## src/rtl/irq_pend_ctl.sv

```systemverilog
module irq_pend_ctl #(
  parameter int NUM_CH = 64,
  parameter int DW     = 32,
  parameter int AW     = 3
) (
  input  logic              clk,
  input  logic              rst_n,
  input  logic              reg_wr,
  input  logic [AW-1:0]     reg_addr,
  input  logic [DW-1:0]     reg_wdata,
  output logic [DW-1:0]     reg_rdata,
  input  logic [DW-$clog2(NUM_CH)-2:0] src_evt,
  input  logic [NUM_CH-1:0] ch_evt,
  output logic              irq_o
);
  localparam int IDX_W     = $clog2(NUM_CH);
  localparam int SUM_BIT   = IDX_W;
  localparam int SRC_BASE  = IDX_W + 1;
  localparam int NSRC      = DW - SRC_BASE;
  localparam int CH_WORDS  = NUM_CH / DW;
  localparam int AD_GLOB   = 0;
  localparam int AD_EN     = 1;
  localparam int AD_PEND0  = 2;
  localparam int AD_CHEN0  = AD_PEND0 + CH_WORDS;

  logic [NSRC-1:0]   src_pend, src_en;
  logic              force_q;
  logic [NUM_CH-1:0] ch_pend, ch_en, ch_act, ch_clr, ch_en_nxt;
  logic [IDX_W-1:0]  top_idx;
  logic              summary, irq_q;

  wire wr_glob = reg_wr && (reg_addr == AW'(AD_GLOB));
  wire wr_en   = reg_wr && (reg_addr == AW'(AD_EN));
  wire [NSRC-1:0] src_clr = wr_glob ? reg_wdata[DW-1:SRC_BASE] : '0;

  assign ch_act  = ch_pend & ch_en;
  assign summary = |ch_act;

  always_comb begin
    top_idx = '0;
    for (int i = 0; i < NUM_CH; i++)
      if (ch_act[i]) top_idx = IDX_W'(i);
  end

  always_comb begin
    ch_clr    = '0;
    ch_en_nxt = ch_en;
    for (int w = 0; w < CH_WORDS; w++) begin
      if (reg_wr && reg_addr == AW'(AD_PEND0 + w))
        ch_clr[w*DW +: DW] = reg_wdata;
      if (reg_wr && reg_addr == AW'(AD_CHEN0 + w))
        ch_en_nxt[w*DW +: DW] = reg_wdata;
    end
    if (wr_glob && reg_wdata[SUM_BIT])
      ch_clr[reg_wdata[IDX_W-1:0]] = 1'b1;
  end

  always_ff @(posedge clk or negedge rst_n) begin
    if (!rst_n) begin
      src_pend <= '0;
      src_en   <= '0;
      force_q  <= 1'b0;
      ch_pend  <= '0;
      ch_en    <= '0;
      irq_q    <= 1'b0;
    end else begin
      src_pend <= (src_pend & ~src_clr) | src_evt;
      ch_pend  <= (ch_pend & ~ch_clr) | ch_evt;
      ch_en    <= ch_en_nxt;
      if (wr_en) begin
        src_en  <= reg_wdata[NSRC-1:0];
        force_q <= reg_wdata[DW-1];
      end
      irq_q <= force_q | (|(src_pend & src_en)) | summary;
    end
  end

  always_comb begin
    reg_rdata = '0;
    if (reg_addr == AW'(AD_GLOB))
      reg_rdata = {src_pend, summary, summary ? top_idx : {IDX_W{1'b0}}};
    else if (reg_addr == AW'(AD_EN))
      reg_rdata = {force_q, {(DW-1-NSRC){1'b0}}, src_en};
    for (int w = 0; w < CH_WORDS; w++) begin
      if (reg_addr == AW'(AD_PEND0 + w)) reg_rdata = ch_pend[w*DW +: DW];
      if (reg_addr == AW'(AD_CHEN0 + w)) reg_rdata = ch_en[w*DW +: DW];
    end
  end

  assign irq_o = irq_q;
endmodule

```

## config.mk

```make
export PLATFORM = sky130hd
export DESIGN_NAME = irq_pend_ctl
export DESIGN_NICKNAME = d
export VERILOG_FILES = /design/src/rtl/irq_pend_ctl.sv
export SDC_FILE = /design/constraint.sdc
export NUM_CORES = 1
export LEC_CHECK = 0
export BUFFER_PORTS_ARGS = -buffer_cell sky130_fd_sc_hd__buf_2
export CORE_MARGIN = 8
export CORE_UTILIZATION = 45
export CTS_CLUSTER_DIAMETER = 40
export DETAILED_ROUTE_END_ITERATION = 8
export PLACE_DENSITY = 0.73
export SYNTH_ARGS = -nofsm -noshare
export SYNTH_HDL_FRONTEND = slang
export SYNTH_SLANG_ARGS = --single-unit
```

## constraint.sdc

```tcl
create_clock -name clk -period 2.9 [get_ports clk]
set_input_delay 0.29 -clock clk [delete_from_list [all_inputs] [get_ports clk]]
set_output_delay 0.29 -clock clk [all_outputs]
set_load 0.05 [all_outputs]
```

[Yosys cells after proc, flatten, opt, wreduce, memory -nomap -nowiden]
Cells that the tools add are included.
W data, S select, Z words.
Storage, ports and cells
  register bits: 180
  bits of input ports: 127
  logic and storage cells: 112
Cells by class
  order comparisons: 2
  eq/ne operators: 5
  mux-type cells: 76
  bitwise operators: 11
  reduce and logical (&&, ||, !) cells: 11
Operators by type and width (number)
  $mux W6: 62
  $mux W32: 8
  $and A64 B64 Y64: 2
  $or A64 B64 Y64: 2
  $mux W64: 1
  $not A64 Y64: 1
  $reduce_or A64 Y1: 1
  $and A25 B25 Y25: 2
  $mux W25: 1
  $not A25 Y25: 1
  $or A25 B25 Y25: 1
  $reduce_or A25 Y1: 1
  $logic_and A1 B1 Y1: 8
  $lt A6 B7 Y1 const B: 1
  $demux W1 S6: 1
  $eq A3 B2 Y1 const B: 2
  $eq A3 B3 Y1 const B: 2
  $ge A6 B1 Y1 const B: 1
  $eq A3 B1 Y1 const B: 1
  $logic_not A3 Y1: 1
  $mux W1: 2
  $mux W2: 1
  $or A1 B1 Y1: 2

[Depth between registers and ports, before layout]
Gate-level depths: netlist of run 1.
  depth in word-level cells: 70
  mapped depth: 8
  depth with buffers taken out: 6

[Least setup slack after synthesis of run 1]
Ideal clock, no wire load.
  path kind: input-to-output
  start point: input port reg_addr[0]
  end point: output port reg_rdata[14]
  arrival: 2.883 ns
  required time: 2.610 ns
  path slack: -0.273 ns
  cell stages on the path: 6
  path buffers: 4
  path through: clkbuf_1 clkbuf_1 buf_1 clkbuf_1 mux2i_1 o21ai_0
Between the ends
  longest elaborated chain between the ends: 7
  elaborated cells on any way between the ends: 12
  those cells by class: 5 x eq/ne; 6 x mux; 1 x reduce/logical
Ends and longest elaborated chain
  start, declared: line 9  | input logic [AW-1:0] reg_addr,
  $eq A3 B1 Y1: line 82  | else if (reg_addr == AW'(AD_EN))
  $mux W32: line 82
  $mux W32: line 80  | if (reg_addr == AW'(AD_GLOB))
  $mux W32: line 85  | if (reg_addr == AW'(AD_PEND0 + w)) reg_rdata = ch_pend[w*DW +: DW];
  $mux W32: line 86  | if (reg_addr == AW'(AD_CHEN0 + w)) reg_rdata = ch_en[w*DW +: DW];
  $mux W32: line 85
  $mux W32 *: line 86
  end, declared: line 11  | output logic [DW-1:0] reg_rdata,
Every way passes the cells marked *; elsewhere a longest branch is shown, timed or not.

[Worst setup path in the final report of run 1]
  start point: register ch_en[19]
  end point: output port reg_rdata[1]
Between the ends
  longest elaborated chain between the ends: 52
  elaborated cells on any way between the ends: 53
  those cells by class: 51 x mux; 1 x bitwise; 1 x reduce/logical
Ends and longest elaborated chain
  start, declared: line 28  | logic [NUM_CH-1:0] ch_pend, ch_en, ch_act, ch_clr, ch_en_nxt;
  start signal, assigned: line 69  | ch_en <= ch_en_nxt;
  $and A64 B64 Y64 *: line 36  | assign ch_act = ch_pend & ch_en;
  $mux W6 (45 in series): line 42  | if (ch_act[i]) top_idx = IDX_W'(i);
  $mux W6 *: line 81  | reg_rdata = {src_pend, summary, summary ? top_idx : {IDX_W{1'b0}}};
  $mux W32 *: line 80
  $mux W32 *: line 85
  $mux W32 *: line 86
  $mux W32 *: line 85
  $mux W32 *: line 86
Marked as above.

==> results.sh, run 1 <==
export IMPL_timing_critical_path_arrival_ns=2.90
export IMPL_total_nets_after_synthesis=1073
export IMPL_gp_congestion=0.994
export IMPL_worstPathMaxFanout=3
export IMPL_power_density_cell_area_nw_per_um2=623
export IMPL_synth_enable_flop_cells=0
export IMPL_worst_ir_drop_vdd_uv=362
export IMPL_synth_area_leaders="sky130_fd_sc_hd__dfrtp_1 46%, sky130_fd_sc_hd__mux2_2 11%, sky130_fd_sc_hd__nand2_1 8.6%"
export IMPL_gr_usage_total=0.287
export IMPL_async_flop_share=1.00
export IMPL_synth_sequential_area_ratio=0.459
export IMPL_drive_gt1_frac=0.450
export IMPL_achievable_frequency_ghz=0.314
export IMPL_dpl_hpwl_mm=28.2
export IMPL_core_area_um2=21600
export IMPL_yosys_cell_types_count=55
export IMPL_die_width_um=164
export IMPL_grt_antenna_before_repair=0
export IMPL_final_net_count=1347
export IMPL_setup_repair_after_global_routing_missed_its_margin="yes"
export IMPL_synth_adder_area_share=0
export IMPL_antennaDiodeCount=0
export IMPL_crit_required_ns=2.61
export IMPL_routed_wl_met3_mm=3.96
export IMPL_post_detailed_route_wirelength_per_cell_um=25.3
export IMPL_relative_slew_margins=0.350
export IMPL_drt_drc_violations_left=0
export IMPL_routed_via_count=9645
export IMPL_outcome="finished with violations"
export IMPL_port_buffers=159
export IMPL_worst_r2r_path_depth=5
export IMPL_power_total_uw=7970
export IMPL_multi_input_comb_area_um2=5260
export IMPL_synth_cell_area_um2=9810
export IMPL_synth_seq_cells=180
export IMPL_avgSynthCellArea_um2=10.4
export IMPL_avgViaCountPerCell=6.37
export IMPL_detailroute_wirelength_met2_mm=17.3
export IMPL_ff_latch_area_um2=4500
export IMPL_yosys_area_top_type_share=0.459
export IMPL_netlist_instances=946
export IMPL_floorplan_die_area_um2=26800
export IMPL_min_period_over_period=1.10
export IMPL_worstHoldPathCells=2
export IMPL_hp_class="input pin to flip-flop"
export IMPL_post_synth_mux_area_share=0.178
export IMPL_syn_to_final_growth_pct=30.5
export IMPL_cts_htree_levels=4
export IMPL_post_route_min_period_ns=3.19
export IMPL_clk_root_buffer_cell="sky130_fd_sc_hd__clkbuf_16"
export IMPL_hold_violations=0
export IMPL_grt_overflow=0
export IMPL_detailedRoute_firstIterationViolations=1207
export IMPL_grt_max_degree=72
export IMPL_layout_common_cells="224 x sky130_fd_sc_hd__nand2_1, 180 x sky130_fd_sc_hd__dfrtp_1, 152 x sky130_fd_sc_hd__buf_2"
export IMPL_report_final_slew_viol_count=0
export IMPL_m1WireLength_mm=15.0
export IMPL_first_global_vias=9829
export IMPL_fin_setup_tns_ns=-0.958
export IMPL_leakagePower_uw=0.00517
export IMPL_worst_slew_pin_slew_ns=0.968
export IMPL_post_synth_and_or_nand_nor_area_fraction=0.138
export IMPL_global_route_wire_length_before_repair_mm=58.3
export IMPL_cts_made_buffers=17
export IMPL_commonest_non_fill_non_tap_cell_in_the_layout="sky130_fd_sc_hd__nand2_1"
export IMPL_n_fill_cell=1834
export IMPL_violations="setup timing"
export IMPL_postLayoutSetupSlackWorst_ns=-0.289
export IMPL_detailedRoute_firstPassIterationCount=6
export IMPL_dpl_instance_area_um2=11900
export IMPL_cap_viol_max_count=0
export IMPL_start_util=0.454
export IMPL_postRouteWirelength_mm=38.3
export IMPL_post_synth_top_area_cell="sky130_fd_sc_hd__dfrtp_1"
export IMPL_clkSlewWorstSetupHoldPaths_ns=0.07
export IMPL_synth_compound_gate_area_share=0.203
export IMPL_crit_type="flip-flop to output pin"
export IMPL_finalSetupViolCount=5
export IMPL_tritoncts="built"
export IMPL_xor_xnor_fraction_of_synth_area=0
export IMPL_ys_dominant_reg_cell="sky130_fd_sc_hd__dfrtp_1"
export IMPL_die_h_um=164
export IMPL_crit_path_end_kind="output pin"
export IMPL_largest_family_of_logic_cells_by_synthesized_area="compound AO/OA/AOI/OAI gates"
export IMPL_io_pins=160
export IMPL_cell_area_after_layout_um2=12800
export IMPL_ant_nets=0
export IMPL_clock_network_latency_to_the_later_pin_of_the_worst_skew_pair_ns=0.44
export IMPL_placementRows=54
export IMPL_fin_skew_ns=0.00827
export IMPL_dr_max_layer_used="met4"
export IMPL_synth_yosys_warnings=0
export IMPL_critPathLaunchType="flip-flop"
export IMPL_placement_setup_worst_slack_ns=-0.0167
export IMPL_clock_sinks=180
export IMPL_clock_path_buffers=2
power breakdown:
group          total [uW]  internal [uW]  switching (uW)  leakage, uW
clock network        2650           1570            1080     0.000325
registers            3130           2810             318      0.00188
logic                2190           1020            1170      0.00296
what timing repair did:
item	CTS	global route
pin swaps	8	6
endpoints found under the hold margin	68	0
hold buffers	1	0
buffers inserted	4	5
setup endpoints to repair	5	6
gates resized for setup	28	16
cells by family after synthesis:
family | Yosys count
flip-flops | 180
multiplexers | 139
buffers and inverters | 56
AND/OR/NAND/NOR | 311
AO/OA/AOI/OAI | 260
registers in the layout (all words and copies together), names as in the netlist:
register / flops
ch_pend: 64
irq_o: 1
src_pend: 25
src_en: 25
ch_en: 64
force_q: 1
routing by layer:
metal  up-vias  global-route usage
met3       141              0.0736
met1      4780               0.371
met2       602               0.442
met4         0               0.138
li1       4122                   -
met5         -                   0
final cells by class:
type	count	share of cell area
Tap cell	280	0.0274
Clock buffer	19	0.0346
Clock inverter	13	0.0171
Inverter	7	0.00205
Sequential cell	180	0.352
Multi-Input combinational cell	710	0.411
Timing Repair Buffer	304	0.156
synthesized netlist by cell type, types with 2 or more instances:
| cell type | instances |
|---|---|
| sky130_fd_sc_hd__and3b_1 | 2 |
| sky130_fd_sc_hd__or2_2 | 3 |
| sky130_fd_sc_hd__inv_1 | 5 |
| sky130_fd_sc_hd__clkbuf_1 | 34 |
| sky130_fd_sc_hd__or4_1 | 2 |
| sky130_fd_sc_hd__mux2_2 | 97 |
| sky130_fd_sc_hd__buf_1 | 13 |
| sky130_fd_sc_hd__nand2_1 | 224 |
| sky130_fd_sc_hd__o21ai_0 | 36 |
| sky130_fd_sc_hd__a21o_1 | 28 |
| sky130_fd_sc_hd__a21boi_0 | 3 |
| sky130_fd_sc_hd__o2bb2ai_1 | 3 |
| sky130_fd_sc_hd__a22oi_4 | 2 |
| sky130_fd_sc_hd__nand2b_1 | 3 |
| sky130_fd_sc_hd__a211oi_1 | 3 |
| sky130_fd_sc_hd__a222oi_1 | 3 |
| sky130_fd_sc_hd__and2_1 | 3 |
| sky130_fd_sc_hd__a32o_1 | 5 |
| sky130_fd_sc_hd__a31o_2 | 62 |
| sky130_fd_sc_hd__o211ai_1 | 3 |
| sky130_fd_sc_hd__a22oi_1 | 36 |
| sky130_fd_sc_hd__nor2b_1 | 2 |
| sky130_fd_sc_hd__nor3b_1 | 7 |
| sky130_fd_sc_hd__mux4_2 | 19 |
| sky130_fd_sc_hd__nand4_1 | 10 |
| sky130_fd_sc_hd__o311ai_0 | 4 |
| sky130_fd_sc_hd__or4_4 | 2 |
| sky130_fd_sc_hd__a21oi_1 | 25 |
| sky130_fd_sc_hd__dfrtp_1 | 180 |
| sky130_fd_sc_hd__mux2i_1 | 23 |
| sky130_fd_sc_hd__nand3_1 | 12 |
| sky130_fd_sc_hd__a221oi_1 | 16 |
| sky130_fd_sc_hd__o211a_1 | 2 |
| sky130_fd_sc_hd__nor2_1 | 24 |
| sky130_fd_sc_hd__nor3_1 | 8 |
| sky130_fd_sc_hd__a32oi_1 | 7 |
| sky130_fd_sc_hd__and3_1 | 3 |
| sky130_fd_sc_hd__buf_2 | 2 |
| sky130_fd_sc_hd__a21bo_2 | 2 |
| sky130_fd_sc_hd__a22o_1 | 11 |
| sky130_fd_sc_hd__o22ai_1 | 3 |
through the flow:
stage / utilization / hold WS (ns) / instances
2_1_floorplan: - / -0.00559 / 946
3_3_place_gp: 0.550 / 0.362 / 1471
3_5_place_dp: 0.550 / 0.362 / 1471
4_1_cts: 0.587 / 0.0132 / 1508
5_1_grt: 0.592 / 0.0146 / 1513
6_report: 0.592 / 0.0201 / 1513
worst paths after layout:
kind | start | endpoint | slack [ns]
min in group asynchronous | rst_n | src_pend[22] | 0.45
worst min register to register | ch_en[0] | ch_en[0] | 0.54
max in group asynchronous | rst_n | src_en[12] | 1.59
worst max register to register | ch_en[19] | irq_o | 0.15
worst max-delay path | ch_en[19] | reg_rdata[1] | -0.29
worst min-delay path | src_evt[11] | src_pend[11] | 0.02
critical path: stages (launching register included):
cell	delay (ns)
sky130_fd_sc_hd__dfrtp_1	0.39
sky130_fd_sc_hd__a22o_1	0.24
sky130_fd_sc_hd__or2_1	0.26
sky130_fd_sc_hd__or4_4	0.55
sky130_fd_sc_hd__or4_4	0.58
sky130_fd_sc_hd__nand4_1	0.15
sky130_fd_sc_hd__a221oi_2	0.11
sky130_fd_sc_hd__buf_6	0.19
Note: power is estimated with default switching activity, not from simulation.
==> run 2, diff against run 1 <==
--- a/config.mk
+++ b/config.mk
@@ -11,6 +11,7 @@
 export CTS_CLUSTER_DIAMETER = 40
 export DETAILED_ROUTE_END_ITERATION = 8
 export PLACE_DENSITY = 0.73
+export SETUP_SLACK_MARGIN = 0.3
 export SYNTH_ARGS = -nofsm -noshare
 export SYNTH_HDL_FRONTEND = slang
 export SYNTH_SLANG_ARGS = --single-unit
==> results.sh, run 2 (synthesis gave the netlist of run 1 again) <==
export IMPL_reg_top3="ch_en (64), ch_pend (64)"
export IMPL_core_area_um2=21600
export IMPL_drt_drc_violations_left=0
export IMPL_die_width_um=164
export IMPL_report_final_slew_viol_count=0
export IMPL_worst_path_cell_with_the_longest_stage_delay="sky130_fd_sc_hd__or4_4"
export IMPL_floorplan_die_area_um2=26800
export IMPL_ant_nets=0
export IMPL_power_total_uw=7800
export IMPL_comb_power_share=0.285
export IMPL_worstPathMaxFanout=3
export IMPL_grt_antenna_before_repair=0
export IMPL_postRouteWirelength_mm=38.5
export IMPL_clock_network_latency_to_the_later_pin_of_the_worst_skew_pair_ns=0.44
export IMPL_achievable_frequency_ghz=0.310
export IMPL_power_switching_share=0.332
export IMPL_detailedRoute_firstIterationViolations=1344
export IMPL_crit_chain="a22o_1, or2_1, or4_4, or4_4, nand4_1, a221oi_2, buf_6"
export IMPL_dpl_hpwl_mm=28.5
export IMPL_net_switching_uw=2590
export IMPL_power_density_cell_area_nw_per_um2=607
export IMPL_cell_area_after_layout_um2=12800
export IMPL_grt_overflow=0
export IMPL_fin_skew_ns=0.00789
export IMPL_final_net_count=1359
export IMPL_grt_max_degree=74
export IMPL_worst_path_most_repeated_cell="sky130_fd_sc_hd__or4_4"
export IMPL_relative_slew_margins=0.357
export IMPL_fin_cells=1523
export IMPL_leakagePower_uw=0.00519
export IMPL_gr_usage_total=0.288
export IMPL_crit_path_end_kind="output pin"
export IMPL_drive_gt1_frac=0.458
export IMPL_worst_ir_drop_vdd_uv=322
export IMPL_cts_made_buffers=17
export IMPL_cap_viol_max_count=0
export IMPL_share_clk_of_total_power=0.314
export IMPL_post_detailed_route_wirelength_per_cell_um=25.2
export IMPL_crit_required_ns=2.61
export IMPL_clkSlewWorstSetupHoldPaths_ns=0.08
export IMPL_postLayoutSetupSlackWorst_ns=-0.322
export IMPL_hold_violations=0
export IMPL_internal_power_uw=5210
export IMPL_post_route_min_period_ns=3.22
export IMPL_cts_htree_levels=4
export IMPL_critPathLaunchType="flip-flop"
export IMPL_dpl_instance_area_um2=12000
export IMPL_detailedRoute_firstPassIterationCount=5
export IMPL_start_util=0.454
export IMPL_crit_type="flip-flop to output pin"
export IMPL_p_seq_frac=0.401
export IMPL_port_buffers=159
export IMPL_global_route_wire_length_before_repair_mm=58.4
export IMPL_io_pins=160
export IMPL_finalSetupViolCount=5
export IMPL_gp_congestion=0.965
export IMPL_first_global_vias=9729
export IMPL_clock_sinks=180
export IMPL_tritoncts="built"
export IMPL_syn_to_final_growth_pct=30.9
export IMPL_die_h_um=164
export IMPL_reg2reg_slack_ns=0.24
export IMPL_setup_repair_after_global_routing_missed_its_margin="yes"
export IMPL_timing_critical_path_arrival_ns=2.93
export IMPL_hold_worst_slack_ns=0.0127
export IMPL_avgViaCountPerCell=6.37
export IMPL_min_period_over_period=1.11
export IMPL_critPathMaxStageDelay_ns=0.58
export IMPL_hp_class="input pin to flip-flop"
export IMPL_worst_slew_pin_slew_ns=0.957
export IMPL_clock_path_buffers=2
export IMPL_post_place_cells=1479
export IMPL_antennaDiodeCount=0
export IMPL_routed_via_count=9709
export IMPL_clk_root_buffer_cell="sky130_fd_sc_hd__clkbuf_16"
export IMPL_placementRows=54
export IMPL_commonest_non_fill_non_tap_cell_in_the_layout="sky130_fd_sc_hd__nand2_1"
export IMPL_layout_common_cells="224 x sky130_fd_sc_hd__nand2_1, 180 x sky130_fd_sc_hd__dfrtp_1, 153 x sky130_fd_sc_hd__buf_4"
export IMPL_outcome="finished with violations"
export IMPL_violations="setup timing"
## run 2: cell count changes in the layout (fill, tap and decap cells not counted), sizes merged
cell	delta
clkinvlp	+4
clkinv	-2
buf	+12
clkbuf	-2
bufinv	-2
## run 2: power by group through the flow
stage	logic, uW	clock network [uW]	registers, uW
CTS	2170	2440	3110
finish	2220	2440	3130
floorplan	1180	0	3080
global route	2350	2540	3150
global placement	2080	0	3130
detailed placement	2100	0	3140
## run 2: area by class of cell
type	instances	area, um^2
Fill cell	1805	8770
Inverter	7	26.3
Sequential cell	180	4500
Multi-Input combinational cell	710	5290
Clock buffer	17	425
Clock inverter	13	174
Tap cell	280	350
Timing Repair Buffer	316	2080
## run 2: what timing repair did
| action | CTS | global route |
|---|---|---|
| buffers inserted | 7 | 6 |
| resized for setup | 28 | 8 |
| setup endpoints to repair | 8 | 8 |
| pin swaps | 13 | 6 |
| cloned | 0 | 0 |
| hold buffers | 1 | 0 |
| endpoints found under the hold margin | 53 | 0 |
## run 2: through the flow
stage | utilization | setup WS [ns] | setup TNS, ns
5_1_grt | 0.594 | -0.367 | -1.63
4_1_cts | 0.591 | -0.284 | -1.23
6_report | 0.594 | -0.322 | -1.39
2_1_floorplan | - | 0.268 | 0
3_3_place_gp | 0.555 | 0.0284 | 0
3_5_place_dp | 0.555 | -0.0262 | -0.0262
## run 2: routing by layer
| metal | vias to the layer above | routed length (um) | GRT usage |
|---|---|---|---|
| met5 | - | 0 | 0 |
| met3 | 160 | 4000 | 0.0683 |
| met4 | 0 | 1980 | 0.144 |
| li1 | 4131 | - | - |
| met1 | 4758 | 15000 | 0.370 |
| met2 | 660 | 17400 | 0.447 |
## run 2: worst paths after layout
path | cells after the start | to | startpoint
hold reg to reg | 1 | ch_pend[27] | ch_pend[27]
max in group asynchronous | 3 | src_en[17] | rst_n
min in group asynchronous | 2 | ch_pend[32] | rst_n
hold / removal | 2 | src_pend[1] | src_evt[1]
setup reg to reg | 5 | irq_o | ch_pend[17]
setup / recovery | 7 | reg_rdata[1] | ch_pend[17]
## run 2: critical path, delay by kind of cell, from the launching register on
family,cells,cell delay (ns)
AND/OR/NAND/NOR,4,1.52
AO/OA/AOI/OAI,2,0.40
flip-flops,1,0.38
buffers and inverters,1,0.18
